<file path="config.mk">
export PLATFORM = sky130hd
export DESIGN_NAME = xfer_addr_gen
export DESIGN_NICKNAME = d
export VERILOG_FILES = /design/src/rtl/addr_gen_pkg.sv /design/src/rtl/tf_field_decode.sv /design/src/rtl/serial_mac.sv /design/src/rtl/xfer_addr_gen.sv
export SDC_FILE = /design/constraint.sdc
export NUM_CORES = 1
export LEC_CHECK = 0
export ABC_AREA = 1
export ABC_CLOCK_PERIOD_IN_PS = 2450
export CAP_MARGIN = 25
export CORE_ASPECT_RATIO = 1.5
export CORE_MARGIN = 2
export CORE_UTILIZATION = 50
export DETAILED_ROUTE_END_ITERATION = 10
export DONT_BUFFER_PORTS = 1
export SLEW_MARGIN = 10
export SYNTH_ARGS = -nofsm -noshare
export SYNTH_HDL_FRONTEND = slang
export SYNTH_SLANG_ARGS = --single-unit
</file>
<file path="constraint.sdc">
create_clock -name clk -period 2.45 [get_ports clk]
set_clock_uncertainty 0.05 [all_clocks]
set_input_delay 0.245 -clock clk [delete_from_list [all_inputs] [get_ports clk]]
set_output_delay 0.245 -clock clk [all_outputs]
set_load 0.02 [all_outputs]
</file>
<file path="src/rtl/addr_gen_pkg.sv">
package addr_gen_pkg;
    localparam int TF_W    = 8;   // task-file byte width
    localparam int LBA_W   = 28;  // logical block number width
    localparam int HEAD_W  = 4;   // head / top block bits in drive-head byte
    localparam int CYL_W   = 2 * TF_W;
    localparam int MODE_BIT = 6;  // 1: logical addressing
    localparam int DRV_BIT  = 4;  // 1: second drive

    typedef enum logic [2:0] {
        ST_IDLE,
        ST_DECODE,
        ST_MUL_CH,
        ST_MUL_SP,
        ST_MUL_BY
    } seq_state_t;
endpackage

</file>
<file path="src/rtl/tf_field_decode.sv">
module tf_field_decode
    import addr_gen_pkg::*;
#(
    parameter int GEO_W = 8
) (
    input  logic [TF_W-1:0]   dh_i,
    input  logic [TF_W-1:0]   ch_i,
    input  logic [TF_W-1:0]   cl_i,
    input  logic [TF_W-1:0]   sn_i,
    input  logic [GEO_W-1:0]  heads_i,
    input  logic [GEO_W-1:0]  spt_i,
    output logic              lba_mode_o,
    output logic              drive_o,
    output logic [HEAD_W-1:0] head_o,
    output logic [CYL_W-1:0]  cyl_o,
    output logic [LBA_W-1:0]  lba_blk_o,
    output logic              geom_zero_o
);
    logic unused_dh_bits;

    always_comb begin
        lba_mode_o  = dh_i[MODE_BIT];
        drive_o     = dh_i[DRV_BIT];
        head_o      = dh_i[HEAD_W-1:0];
        cyl_o       = {ch_i, cl_i};
        lba_blk_o   = {dh_i[HEAD_W-1:0], ch_i, cl_i, sn_i};
        geom_zero_o = (heads_i == '0) || (spt_i == '0);
    end

    assign unused_dh_bits = ^{dh_i[7], dh_i[5]};
endmodule

</file>
<file path="src/rtl/serial_mac.sv">
// res = a * b + c (mod 2^AW), one multiplier bit per cycle, LSB first.
module serial_mac #(
    parameter int AW = 42,
    parameter int BW = 14
) (
    input  logic          clk,
    input  logic          rst_n,
    input  logic          go_i,
    input  logic [AW-1:0] a_i,
    input  logic [BW-1:0] b_i,
    input  logic [AW-1:0] c_i,
    output logic          rdy_o,
    output logic [AW-1:0] res_o
);
    localparam int CW = $clog2(BW + 1);

    typedef struct packed {
        logic [AW-1:0] acc;
        logic [AW-1:0] a_sh;
        logic [BW-1:0] b_sh;
        logic [CW-1:0] cnt;
        logic          run;
        logic          rdy;
    } mac_t;

    mac_t m_d, m_q;

    always_comb begin
        m_d     = m_q;
        m_d.rdy = 1'b0;
        if (go_i) begin
            m_d.acc  = c_i;
            m_d.a_sh = a_i;
            m_d.b_sh = b_i;
            m_d.cnt  = CW'(BW);
            m_d.run  = 1'b1;
        end else if (m_q.run) begin
            if (m_q.b_sh[0]) begin
                m_d.acc = m_q.acc + m_q.a_sh;
            end
            m_d.a_sh = m_q.a_sh << 1;
            m_d.b_sh = m_q.b_sh >> 1;
            m_d.cnt  = m_q.cnt - CW'(1);
            if (m_q.cnt == CW'(1)) begin
                m_d.run = 1'b0;
                m_d.rdy = 1'b1;
            end
        end
    end

    always_ff @(posedge clk or negedge rst_n) begin
        if (!rst_n) begin
            m_q <= '0;
        end else begin
            m_q <= m_d;
        end
    end

    assign rdy_o = m_q.rdy;
    assign res_o = m_q.acc;
endmodule

</file>
<file path="src/rtl/xfer_addr_gen.sv">
module xfer_addr_gen
    import addr_gen_pkg::*;
#(
    parameter int BSZ_W = 14,
    parameter int GEO_W = 8
) (
    input  logic                   clk,
    input  logic                   rst_n,
    input  logic                   start_i,
    input  logic                   blk_done_i,
    input  logic [TF_W-1:0]        drv_head_i,
    input  logic [TF_W-1:0]        cyl_hi_i,
    input  logic [TF_W-1:0]        cyl_lo_i,
    input  logic [TF_W-1:0]        sec_num_i,
    input  logic [GEO_W-1:0]       heads_i,
    input  logic [GEO_W-1:0]       spt_i,
    input  logic [BSZ_W-1:0]       blk_bytes_i,
    output logic                   busy_o,
    output logic                   done_o,
    output logic [LBA_W+BSZ_W-1:0] byte_addr_o,
    output logic                   addr_valid_o,
    output logic                   chs_err_o,
    output logic                   drive_sel_o
);
    localparam int AW = LBA_W + BSZ_W;
    localparam int BW = (BSZ_W > GEO_W) ? BSZ_W : GEO_W;

    typedef struct packed {
        seq_state_t       st;
        logic [TF_W-1:0]  dh;
        logic [TF_W-1:0]  ch;
        logic [TF_W-1:0]  cl;
        logic [TF_W-1:0]  sn;
        logic [GEO_W-1:0] heads;
        logic [GEO_W-1:0] spt;
        logic [BSZ_W-1:0] bytes;
        logic [AW-1:0]    blk;
        logic [AW-1:0]    addr;
        logic             valid;
        logic             err;
        logic             drv;
        logic             done;
        logic             go;
    } regs_t;

    regs_t r_d, r_q;

    logic              dec_lba;
    logic              dec_drive;
    logic [HEAD_W-1:0] dec_head;
    logic [CYL_W-1:0]  dec_cyl;
    logic [LBA_W-1:0]  dec_lba_blk;
    logic              dec_geom_zero;

    logic [AW-1:0]     mac_a;
    logic [BW-1:0]     mac_b;
    logic [AW-1:0]     mac_c;
    logic              mac_rdy;
    logic [AW-1:0]     mac_res;
    logic [BSZ_W-1:0]  bytes_lat;

    tf_field_decode #(.GEO_W(GEO_W)) u_dec (
        .dh_i        (r_q.dh),
        .ch_i        (r_q.ch),
        .cl_i        (r_q.cl),
        .sn_i        (r_q.sn),
        .heads_i     (r_q.heads),
        .spt_i       (r_q.spt),
        .lba_mode_o  (dec_lba),
        .drive_o     (dec_drive),
        .head_o      (dec_head),
        .cyl_o       (dec_cyl),
        .lba_blk_o   (dec_lba_blk),
        .geom_zero_o (dec_geom_zero)
    );

    // Operand selection for the shared multiplier, keyed by the step.
    always_comb begin
        mac_a = '0;
        mac_b = '0;
        mac_c = '0;
        unique case (r_q.st)
            ST_MUL_CH: begin
                mac_a = AW'(dec_cyl);
                mac_b = BW'(r_q.heads);
                mac_c = AW'(dec_head);
            end
            ST_MUL_SP: begin
                mac_a = r_q.blk;
                mac_b = BW'(r_q.spt);
                mac_c = AW'(r_q.sn) - AW'(1);
            end
            ST_MUL_BY: begin
                mac_a = AW'(r_q.blk[LBA_W-1:0]);
                mac_b = BW'(r_q.bytes);
            end
            default: ;
        endcase
    end

    serial_mac #(.AW(AW), .BW(BW)) u_mac (
        .clk   (clk),
        .rst_n (rst_n),
        .go_i  (r_q.go),
        .a_i   (mac_a),
        .b_i   (mac_b),
        .c_i   (mac_c),
        .rdy_o (mac_rdy),
        .res_o (mac_res)
    );

    always_comb begin
        r_d      = r_q;
        r_d.done = 1'b0;
        r_d.go   = 1'b0;
        unique case (r_q.st)
            ST_IDLE: begin
                if (start_i) begin
                    r_d.dh    = drv_head_i;
                    r_d.ch    = cyl_hi_i;
                    r_d.cl    = cyl_lo_i;
                    r_d.sn    = sec_num_i;
                    r_d.heads = heads_i;
                    r_d.spt   = spt_i;
                    r_d.bytes = blk_bytes_i;
                    r_d.valid = 1'b0;
                    r_d.err   = 1'b0;
                    r_d.st    = ST_DECODE;
                end else if (blk_done_i && r_q.valid) begin
                    r_d.addr = r_q.addr + AW'(r_q.bytes);
                end
            end
            ST_DECODE: begin
                if (!dec_lba && dec_geom_zero) begin
                    r_d.addr  = '0;
                    r_d.valid = 1'b0;
                    r_d.err   = 1'b1;
                    r_d.drv   = dec_drive;
                    r_d.done  = 1'b1;
                    r_d.st    = ST_IDLE;
                end else if (dec_lba) begin
                    r_d.blk = AW'(dec_lba_blk);
                    r_d.go  = 1'b1;
                    r_d.st  = ST_MUL_BY;
                end else begin
                    r_d.go = 1'b1;
                    r_d.st = ST_MUL_CH;
                end
            end
            ST_MUL_CH: begin
                if (mac_rdy) begin
                    r_d.blk = mac_res;
                    r_d.go  = 1'b1;
                    r_d.st  = ST_MUL_SP;
                end
            end
            ST_MUL_SP: begin
                if (mac_rdy) begin
                    r_d.blk = AW'(mac_res[LBA_W-1:0]);
                    r_d.go  = 1'b1;
                    r_d.st  = ST_MUL_BY;
                end
            end
            ST_MUL_BY: begin
                if (mac_rdy) begin
                    r_d.addr  = mac_res;
                    r_d.valid = 1'b1;
                    r_d.err   = 1'b0;
                    r_d.drv   = dec_drive;
                    r_d.done  = 1'b1;
                    r_d.st    = ST_IDLE;
                end
            end
            default: r_d.st = ST_IDLE;
        endcase
    end

    always_ff @(posedge clk or negedge rst_n) begin
        if (!rst_n) begin
            r_q    <= '0;
            r_q.st <= ST_IDLE;
        end else begin
            r_q <= r_d;
        end
    end

    assign busy_o       = (r_q.st != ST_IDLE);
    assign done_o       = r_q.done;
    assign byte_addr_o  = r_q.addr;
    assign addr_valid_o = r_q.valid;
    assign chs_err_o    = r_q.err;
    assign drive_sel_o  = r_q.drv;
    assign bytes_lat    = r_q.bytes;
endmodule

</file>
==> results.py, run 1 <==
metrics = {
    "power_and_ir_drop": {
        "p_per_area_mw_per_mm2": 1458,
        "p_comb_frac": 0.580,
        "seqPwrFrac": 0.268,
        "p_int_mw": 13.82,
        "peakVddDrop_mv": 0.9322,
        "finalPower_mw": 27.66,
        "clockPowerShare": 0.152,
        "p_switching_mw": 13.84,
        "p_sw_frac": 0.5005,
        "leakage_nw": 9.760,
    },
    "timing": {
        "hold_violations": 256,
        "setup_ws_ns": 0.1169,
        "fin_crit_sh": 0.9523,
        "slew_headroom": 0.4300,
        "rsz0062_at_grt": "true",
        "fmax_mhz": 428.6,
        "hold_ws_ns": -0.6733,
        "setup-violations-final": 0,
        "finalMaxSlewViolations": 0,
        "fin_crit_ns": 2.333,
        "tns_ns": 0,
        "worst_pin_slew_ns": 0.8538,
    },
    "setup_path": {
        "cp_max_fo": 5,
        "crit_top_cell": "nand2_1",
        "crit_slowest_cell": "dfrtp_1",
        "crit_path_end_kind": "register",
        "path_buf_inv": 2,
        "worst-setup-path-type": "reg2reg",
        "path_delay_family": "simple AND/OR/NAND/NOR gates",
        "startpoint": "u_mac.res_o[13]",
        "required_ns": 2.83,
        "start_kind": "register",
        "arrival_ns": 2.71,
        "max_stage_delay_ns": 0.47,
        "path_cells": "ha_1 > nand2_1 > inv_1 > nand2_1 > nand2_1 > inv_1 > nand2_1 > nand2_1 > nand3_1 > or2_2 > nand3_1 > a21oi_1",
        "reg2reg_from": "u_mac.res_o[13]",
    },
    "final_layout": {
        "final_common_cell": "nand2_1",
        "final_cell_mix": "nand2_1 (794), inv_1 (368), dfrtp_1 (256), nor2_1 (193), o21ai_0 (153)",
        "area_growth_pct": 13.33,
        "finalNonFillerCells": 2943,
        "fin_nets": 2632,
        "fin_area_mm2": 0.01897,
        "final_util": 0.5706,
        "drive_gt1_frac": 0.07293,
        "antenna_cells": 0,
    },
    "synth": {
        "synth_seq_area_share": 0.3827,
        "syn-num-nets": 2560,
        "syn_inst": 2434,
        "synth_cell_types": 47,
        "synthArstFlopShare": 1.000,
        "synth_area_mm2": 0.01674,
        "syn_area_per_cell_um2": 6.876,
        "ys_ff_latch": 256,
        "yosys_warnings": 0,
        "synth-main-ff-cell": "dfrtp_1",
        "synth-edff-count": 0,
    },
    "global_routing": {
        "grt_pass1_wl_mm": 85.59,
        "antenna_found_initial": 0,
        "grt.overflow.total": 0,
        "grt_usage": 0.3110,
        "grt_pass1_vias": 15750,
        "grt_max_degree": 257,
    },
    "drt": {
        "wirelength_mm": 54.69,
        "route.detailed.drc": 0,
        "wl_per_cell_um": 18.58,
        "vias": 16030,
        "drtAntennaViolNets": 0,
        "vias_per_cell": 5.447,
        "drt_iter0_drc": 1114,
        "dr.pass1.iters": 5,
    },
    "floorplan": {
        "start_util": 0.5035,
        "fp-row-count": 82,
        "die_h_um": 228.1,
        "placeableCoreArea_mm2": 0.03324,
        "dieArea_mm2": 0.03498,
        "io_pins": 113,
        "die_x_um": 153.4,
    },
    "placed_design": {
        "gp_congestion": 0.9427,
        "pre_cts_ws_ns": 0.1030,
        "dp.cells": 2835,
        "portBuffers": 0,
        "dpl.hpwl_mm": 41.25,
        "placed_area_mm2": 0.01743,
    },
    "cts": {
        "clock_latency_ns": 0.57,
        "cts_setup_buffers": 0,
        "hold_buffers": 62,
        "path_clk_slew_ns": 0.07,
        "htree_levels": 1,
        "root_buffer": "clkbuf_16",
        "cts_sinks": 256,
        "cts_buffer_depth": 3,
        "cts_buffers": 27,
        "tritoncts": "yes",
    },
    "status": {
        "violations": "negative hold slack",
        "outcome": "finished, violations left",
    },
    "run": {
        "maxCapViolations": 0,
    },
    "min_path": {
        "hold_path.class": "in2async",
    },
}
## logic make-up after synthesis
logic type,Yosys count,share of synthesized area
compound gates,410,0.1491
xor+xnor,11,0.005757
fa+ha+maj,60,0.04575
buf+inv,499,0.1247
flops,256,0.3827
simple gates,1198,0.2920
## power groups by stage
stage | logic [mW] | clock network, mW | registers, mW
global route | 17.9 | 4.41 | 7.61
floorplan | 11.0 | 0 | 6.94
finish | 16.0 | 4.20 | 7.42
detailed placement | 15.8 | 0 | 7.45
global placement | 15.6 | 0 | 7.41
CTS | 15.9 | 4.26 | 7.39
## area by class of cell
type	count	area (um2)
Clock buffer	39	780.7
Clock inverter	7	97.59
Fill cell	3199	14270
Inverter	378	1421
Multi-Input combinational cell	1679	8288
Sequential cell	256	6406
Tap cell	420	525.5
Timing Repair Buffer	164	1449
## path summary, 6_finish.rpt
check	to	slack (ns)	cells after the start
max in group asynchronous	r_q[61]	2.38	0
max	u_mac.res_o[22]	0.12	12
min in group clk	r_q[110]	0.08	4
min reg2reg	r_q[83]	0.43	2
max reg2reg	u_mac.res_o[22]	0.12	12
min	u_mac.res_o[37]	-0.67	0
## per-layer routing
layer,wire [um],track usage
met1,21400,0.3714
met2,26900,0.5421
met5,0,0
met3,2595,0.03002
met4,3787,0.1826
## sequential cells by signal, summed over array words and instances, names as in the netlist
signal        cells
u_mac.res_o      42
byte_addr_o      42
done_o            1
bytes_lat        14
r_q              92
drive_sel_o       1
chs_err_o         1
u_mac.m_q        61
u_mac.rdy_o       1
addr_valid_o      1
## synthesized netlist by cell type (17+ instances only)
cell / instances / share of area
a21oi_1: 96 / 0.029
ha_1: 58 / 0.043
nor2_1: 196 / 0.044
nand2_1: 796 / 0.18
clkbuf_1: 46 / 0.010
nor3_1: 24 / 0.0072
dfrtp_1: 256 / 0.38
o22ai_1: 18 / 0.0067
a22oi_1: 19 / 0.0085
buf_4: 48 / 0.022
nand4_1: 17 / 0.0064
o221ai_1: 60 / 0.031
nand3_1: 124 / 0.037
buf_2: 21 / 0.0063
o21ai_0: 154 / 0.046
inv_1: 368 / 0.083
## timing repair
item,in CTS,in global routing
resized for setup,0,13
setup endpoints to repair,0,22
endpoints found under the hold margin,316,256
(Power assumes the default switching activity.)
==> run 2: changes to the inputs <==
Settings changed: ABC_CLOCK_PERIOD_IN_PS 2450 to 1900, CORE_ASPECT_RATIO 1.5 to 1.25, PLACE_DENSITY from default to 0.68.
Clock period 2.45 ns to 1.9 ns, I/O delays scaled along.
==> results.py, run 2 (synthesized netlist as in run 1, its figures left out) <==
metrics = {
    "status": {
        "outcome": "finished, violations left",
        "violations": "negative hold slack, negative setup slack",
    },
    "timing": {
        "hold_ws_ns": -0.7431,
        "hold_violations": 256,
        "fmax_mhz": 471.3,
        "fin_crit_ns": 2.122,
        "rsz0062_at_grt": "true",
        "slew_headroom": 0.5911,
        "setup_ws_ns": -0.2216,
        "worst_pin_slew_ns": 0.6134,
        "finalMaxSlewViolations": 0,
        "fin_crit_sh": 1.117,
        "setup-violations-final": 74,
    },
    "drt": {
        "vias": 18450,
        "wirelength_mm": 66.12,
        "vias_per_cell": 5.694,
        "wl_per_cell_um": 20.40,
        "route.detailed.drc": 0,
        "dr.pass1.iters": 6,
        "drtAntennaViolNets": 0,
        "drt_iter0_drc": 1425,
    },
    "setup_path": {
        "r2r-end": "u_mac.res_o[28]",
        "reg2reg_from": "u_mac.m_q[20]",
        "reg2reg_depth": 15,
        "startpoint": "u_mac.m_q[20]",
        "worst-setup-path-type": "reg2reg",
        "rrSetupSlack_ns": -0.22,
        "crit_path_end_kind": "register",
        "start_kind": "register",
        "critical_path.endpoint": "u_mac.res_o[28]",
        "required_ns": 2.31,
        "arrival_ns": 2.53,
        "cp_max_fo": 4,
    },
    "power_and_ir_drop": {
        "finalPower_mw": 50.13,
        "p_per_area_mw_per_mm2": 2043,
        "leakage_nw": 12.08,
        "peakVddDrop_mv": 1.098,
    },
    "placed_design": {
        "portBuffers": 0,
        "placed_area_mm2": 0.01916,
        "dp.cells": 3048,
        "pre_cts_ws_ns": -0.2991,
        "gp_congestion": 1.008,
        "dpl.hpwl_mm": 43.44,
    },
    "cts": {
        "cts_buffers": 29,
        "cts_sinks": 256,
        "root_buffer": "clkbuf_16",
        "clock_latency_ns": 0.60,
        "path_clk_slew_ns": 0.06,
        "hold_buffers": 61,
        "tritoncts": "yes",
        "htree_levels": 1,
        "cts_buffer_depth": 3,
    },
    "floorplan": {
        "io_pins": 113,
        "die_h_um": 208.6,
        "placeableCoreArea_mm2": 0.03287,
        "dieArea_mm2": 0.03496,
        "die_x_um": 167.6,
        "fp-row-count": 74,
        "start_util": 0.5092,
    },
    "final_layout": {
        "finalNonFillerCells": 3241,
        "regMostFlops": "r_q",
        "antenna_cells": 0,
        "largest_reg_flops": 92,
        "fin_area_mm2": 0.02454,
        "drive_gt1_frac": 0.3670,
        "area_growth_pct": 46.65,
        "final_common_cell": "nand2_1",
        "final_cell_mix": "nand2_1 (573), inv_1 (337), buf_4 (320), dfrtp_1 (247), nand2_2 (165)",
        "fin_nets": 2928,
        "fillers": 2407,
        "top_regs": "r_q: 92 flops, u_mac.m_q: 61 flops",
    },
    "min_path": {
        "hold_path.class": "in2async",
    },
    "run": {
        "maxCapViolations": 0,
    },
    "global_routing": {
        "grt_pass1_wl_mm": 96.69,
        "antenna_found_initial": 0,
        "grt_max_degree": 257,
        "grt_usage": 0.3531,
        "grt_pass1_vias": 17960,
        "grt.overflow.total": 0,
    },
}
==> run 2: changes by cell type in the layout (fill, tap and decap cells not counted), moves of 60 or more <==
cell and delta:
nand2_1 -221, nor2_1 -70, nand2_2 +159, nand3_1 -61, a21oi_1 -61, buf_4 +223, buf_6 +60
==> run 2: layer usage <==
metal,vias up,share of wire,track usage
li1,8517,-,-
met4,0,0.073,0.2039
met3,250,0.067,0.04489
met5,-,0,0
met1,8832,0.37,0.4205
met2,855,0.49,0.6132
==> run 2: area by class of cell <==
cell class	instances	area (um2)	share of cell area
Multi-Input combinational cell	1680	11160	0.4549
Inverter	378	1428	0.05816
Tap cell	418	523.0	0.02131
Timing Repair Buffer	457	4034	0.1643
Sequential cell	256	6417	0.2615
Clock buffer	38	789.5	0.03217
Clock inverter	14	188.9	0.007697
==> run 2: repair_timing <==
action | CTS | global route
setup endpoints to repair | 82 | 88
pin swaps | 139 | 216
hold endpoints to repair | 319 | 256
gates cloned | 5 | 3
resized for setup | 397 | 402
setup buffers | 36 | 48
==> run 2: per-stage QoR <==
stage,utilization,TNS [ns]
after floorplan,-,-0.008396
after global placement,0.5828,-10.98
after detailed placement,0.5828,-13.22
after CTS,0.6938,-3.305
after global routing,0.7467,-13.82
final,0.7467,-7.473
==> run 2: critical path, stage by stage (launching register included) <==
cell and delay, ns:
dfrtp_1 0.37, ha_2 0.21, inv_2 0.05, fa_2 0.37, inv_2 0.09, nand2_2 0.06
nand2_2 0.07, nand3_2 0.09, nand2_4 0.11, nand2_4 0.06, nand2_4 0.10, nand3_4 0.09
nand2_2 0.08, nand2_2 0.06, nand3_1 0.07, a21oi_1 0.06
==> run 2: how the worst min path moves through the flow <==
stage / startpoint / slack, ns / end
after floorplan: rst_n / -0.16 / addr_valid_o
after global placement: rst_n / -0.14 / u_mac.res_o[41]
after detailed placement: rst_n / -0.14 / u_mac.res_o[37]
after CTS: rst_n / -0.76 / u_mac.res_o[37]
after global routing: rst_n / -0.76 / u_mac.res_o[37]
final: rst_n / -0.74 / u_mac.res_o[37]
==> run 2: power by group <==
part	switching (mW)	internal, mW	total (mW)	leakage [nW]
sequential	2.11	7.74	9.85	3.18
clock	2.47	3.47	5.94	0.478
combinational	19.8	14.5	34.3	8.43
==> run 3: changes to the inputs <==
Settings changed: CORE_ASPECT_RATIO 1.25 to 0.5.
==> results.py, run 3 (synthesized netlist as in run 1, its figures left out) <==
metrics = {
    "status": {
        "outcome": "finished, violations left",
        "violations": "negative hold slack, negative setup slack",
    },
    "power_and_ir_drop": {
        "finalPower_mw": 51.45,
        "peakVddDrop_mv": 1.176,
        "leakage_nw": 12.06,
        "p_per_area_mw_per_mm2": 2084,
    },
    "timing": {
        "tns_ns": -10.03,
        "rsz0062_at_grt": "true",
        "fmax_mhz": 456.5,
        "finalMaxSlewViolations": 0,
        "fin_crit_sh": 1.153,
        "setup_ws_ns": -0.2906,
        "fin_crit_ns": 2.191,
        "slew_headroom": 0.5570,
        "hold_ws_ns": -0.7265,
        "worst_pin_slew_ns": 0.6576,
        "setup-violations-final": 75,
        "hold_violations": 256,
    },
    "final_layout": {
        "fillers": 2364,
        "final_common_cell": "nand2_1",
        "area_growth_pct": 47.54,
        "final_util": 0.7485,
        "largest_reg_flops": 92,
        "final_cell_mix": "nand2_1 (561), inv_1 (331), buf_4 (330), dfrtp_1 (248), nand2_2 (167)",
        "drive_gt1_frac": 0.3688,
        "finalNonFillerCells": 3264,
        "fin_nets": 2930,
        "fin_area_mm2": 0.02469,
        "antenna_cells": 0,
        "regMostFlops": "r_q",
        "top_regs": "r_q: 92 flops, u_mac.m_q: 61 flops",
    },
    "drt": {
        "wl_per_cell_um": 20.94,
        "route.detailed.drc": 0,
        "dr.pass1.iters": 5,
        "vias_per_cell": 5.675,
        "wirelength_mm": 68.35,
        "drt_iter0_drc": 2026,
        "vias": 18520,
        "drtAntennaViolNets": 0,
    },
    "setup_path": {
        "path_buf_inv": 0,
        "start_kind": "register",
        "required_ns": 2.32,
        "worst-setup-path-type": "reg2reg",
        "path_delay_family": "simple AND/OR/NAND/NOR gates",
        "crit_top_cell": "nand2_1",
        "crit_path_end_kind": "register",
        "cp_max_fo": 7,
        "max_stage_delay_ns": 0.44,
        "path_cells": "ha_4 > fa_2 > nand2_4 > a21oi_4 > nand2_2 > nand2_4 > nand3_4 > nand3_4 > nand2_2 > nand2_1 > nand2_1 > nand2_1 > a21boi_2",
        "crit_slowest_cell": "dfrtp_1",
        "arrival_ns": 2.61,
    },
    "floorplan": {
        "dieArea_mm2": 0.03504,
        "io_pins": 113,
        "fp-row-count": 47,
        "start_util": 0.5073,
        "die_x_um": 262.7,
        "placeableCoreArea_mm2": 0.03299,
        "die_h_um": 133.4,
    },
    "placed_design": {
        "placed_area_mm2": 0.01933,
        "dpl.hpwl_mm": 43.12,
        "pre_cts_ws_ns": -0.2993,
        "dp.cells": 3089,
        "portBuffers": 0,
        "gp_congestion": 0.9537,
    },
    "cts": {
        "hold_buffers": 61,
        "htree_levels": 1,
        "cts_sinks": 256,
        "clock_latency_ns": 0.57,
        "root_buffer": "clkbuf_16",
        "tritoncts": "yes",
        "path_clk_slew_ns": 0.07,
        "cts_buffers": 25,
        "cts_buffer_depth": 3,
    },
    "global_routing": {
        "grt_pass1_vias": 17410,
        "grt.overflow.total": 0,
        "antenna_found_initial": 1,
        "grt_max_degree": 257,
        "grt_usage": 0.3525,
        "grt_pass1_wl_mm": 96.57,
    },
    "run": {
        "maxCapViolations": 0,
    },
    "min_path": {
        "hold_path.class": "in2async",
    },
}
[run 3: cell types whose count changed in the layout (fill, tap and decap cells not counted), moves of 5 or more]
cell     previous run  this run
nor2_1            123       132
nand3_2            48        43
nand2_4            57        66
o31ai_1             6         1
inv_1             337       331
buf_4             320       330
o21ai_1            33        49
buf_6              60        50
o21ai_0           121       105
nor2_2             44        35
nand2_1           573       561
[run 3: metal layers]
metal  vias to the layer above  GRT usage  share of wire
li1                       8526          -              -
met3                       194    0.07634           0.11
met4                         0    0.08908          0.039
met5                         -          0              0
met2                       975     0.5420           0.43
met1                      8829     0.5062           0.42
[run 3: final cells by class]
| cell class | instances | area, um2 | area share |
|---|---|---|---|
| multi-input cells | 1680 | 11270 | 0.4564 |
| clock buffers | 35 | 713.2 | 0.02888 |
| flip-flops and latches | 256 | 6416 | 0.2598 |
| repair buffers | 463 | 4111 | 0.1665 |
| well taps | 441 | 551.8 | 0.02234 |
| clock inverters | 11 | 188.9 | 0.007651 |
| inverters | 378 | 1441 | 0.05837 |
[run 3: repair_timing]
action,in CTS,in global routing
endpoints found under the setup margin,78,130
pin swaps,125,216
resized for setup,347,472
endpoints found under the hold margin,316,256
cloned,2,8
buffers inserted,34,34
[run 3: worst paths after layout]
kind / endpoint / from / slack (ns) / cells after the start
setup / recovery: byte_addr_o[30] / bytes_lat[0] / -0.29 / 13
hold / removal: r_q[51] / rst_n / -0.73 / 0
setup reg to reg: byte_addr_o[30] / bytes_lat[0] / -0.29 / 13
hold reg to reg: u_mac.m_q[5] / u_mac.m_q[5] / 0.44 / 1
max in group asynchronous: u_mac.m_q[59] / rst_n / 2.06 / 0
min in group clk: chs_err_o / start_i / 0.10 / 3
[run 3: power by group]
| part | internal (mW) | leakage [nW] | switching [mW] |
|---|---|---|---|
| Sequential | 7.73 | 3.18 | 2.10 |
| Combinational | 15.0 | 8.44 | 20.9 |
| Clock | 3.31 | 0.437 | 2.40 |
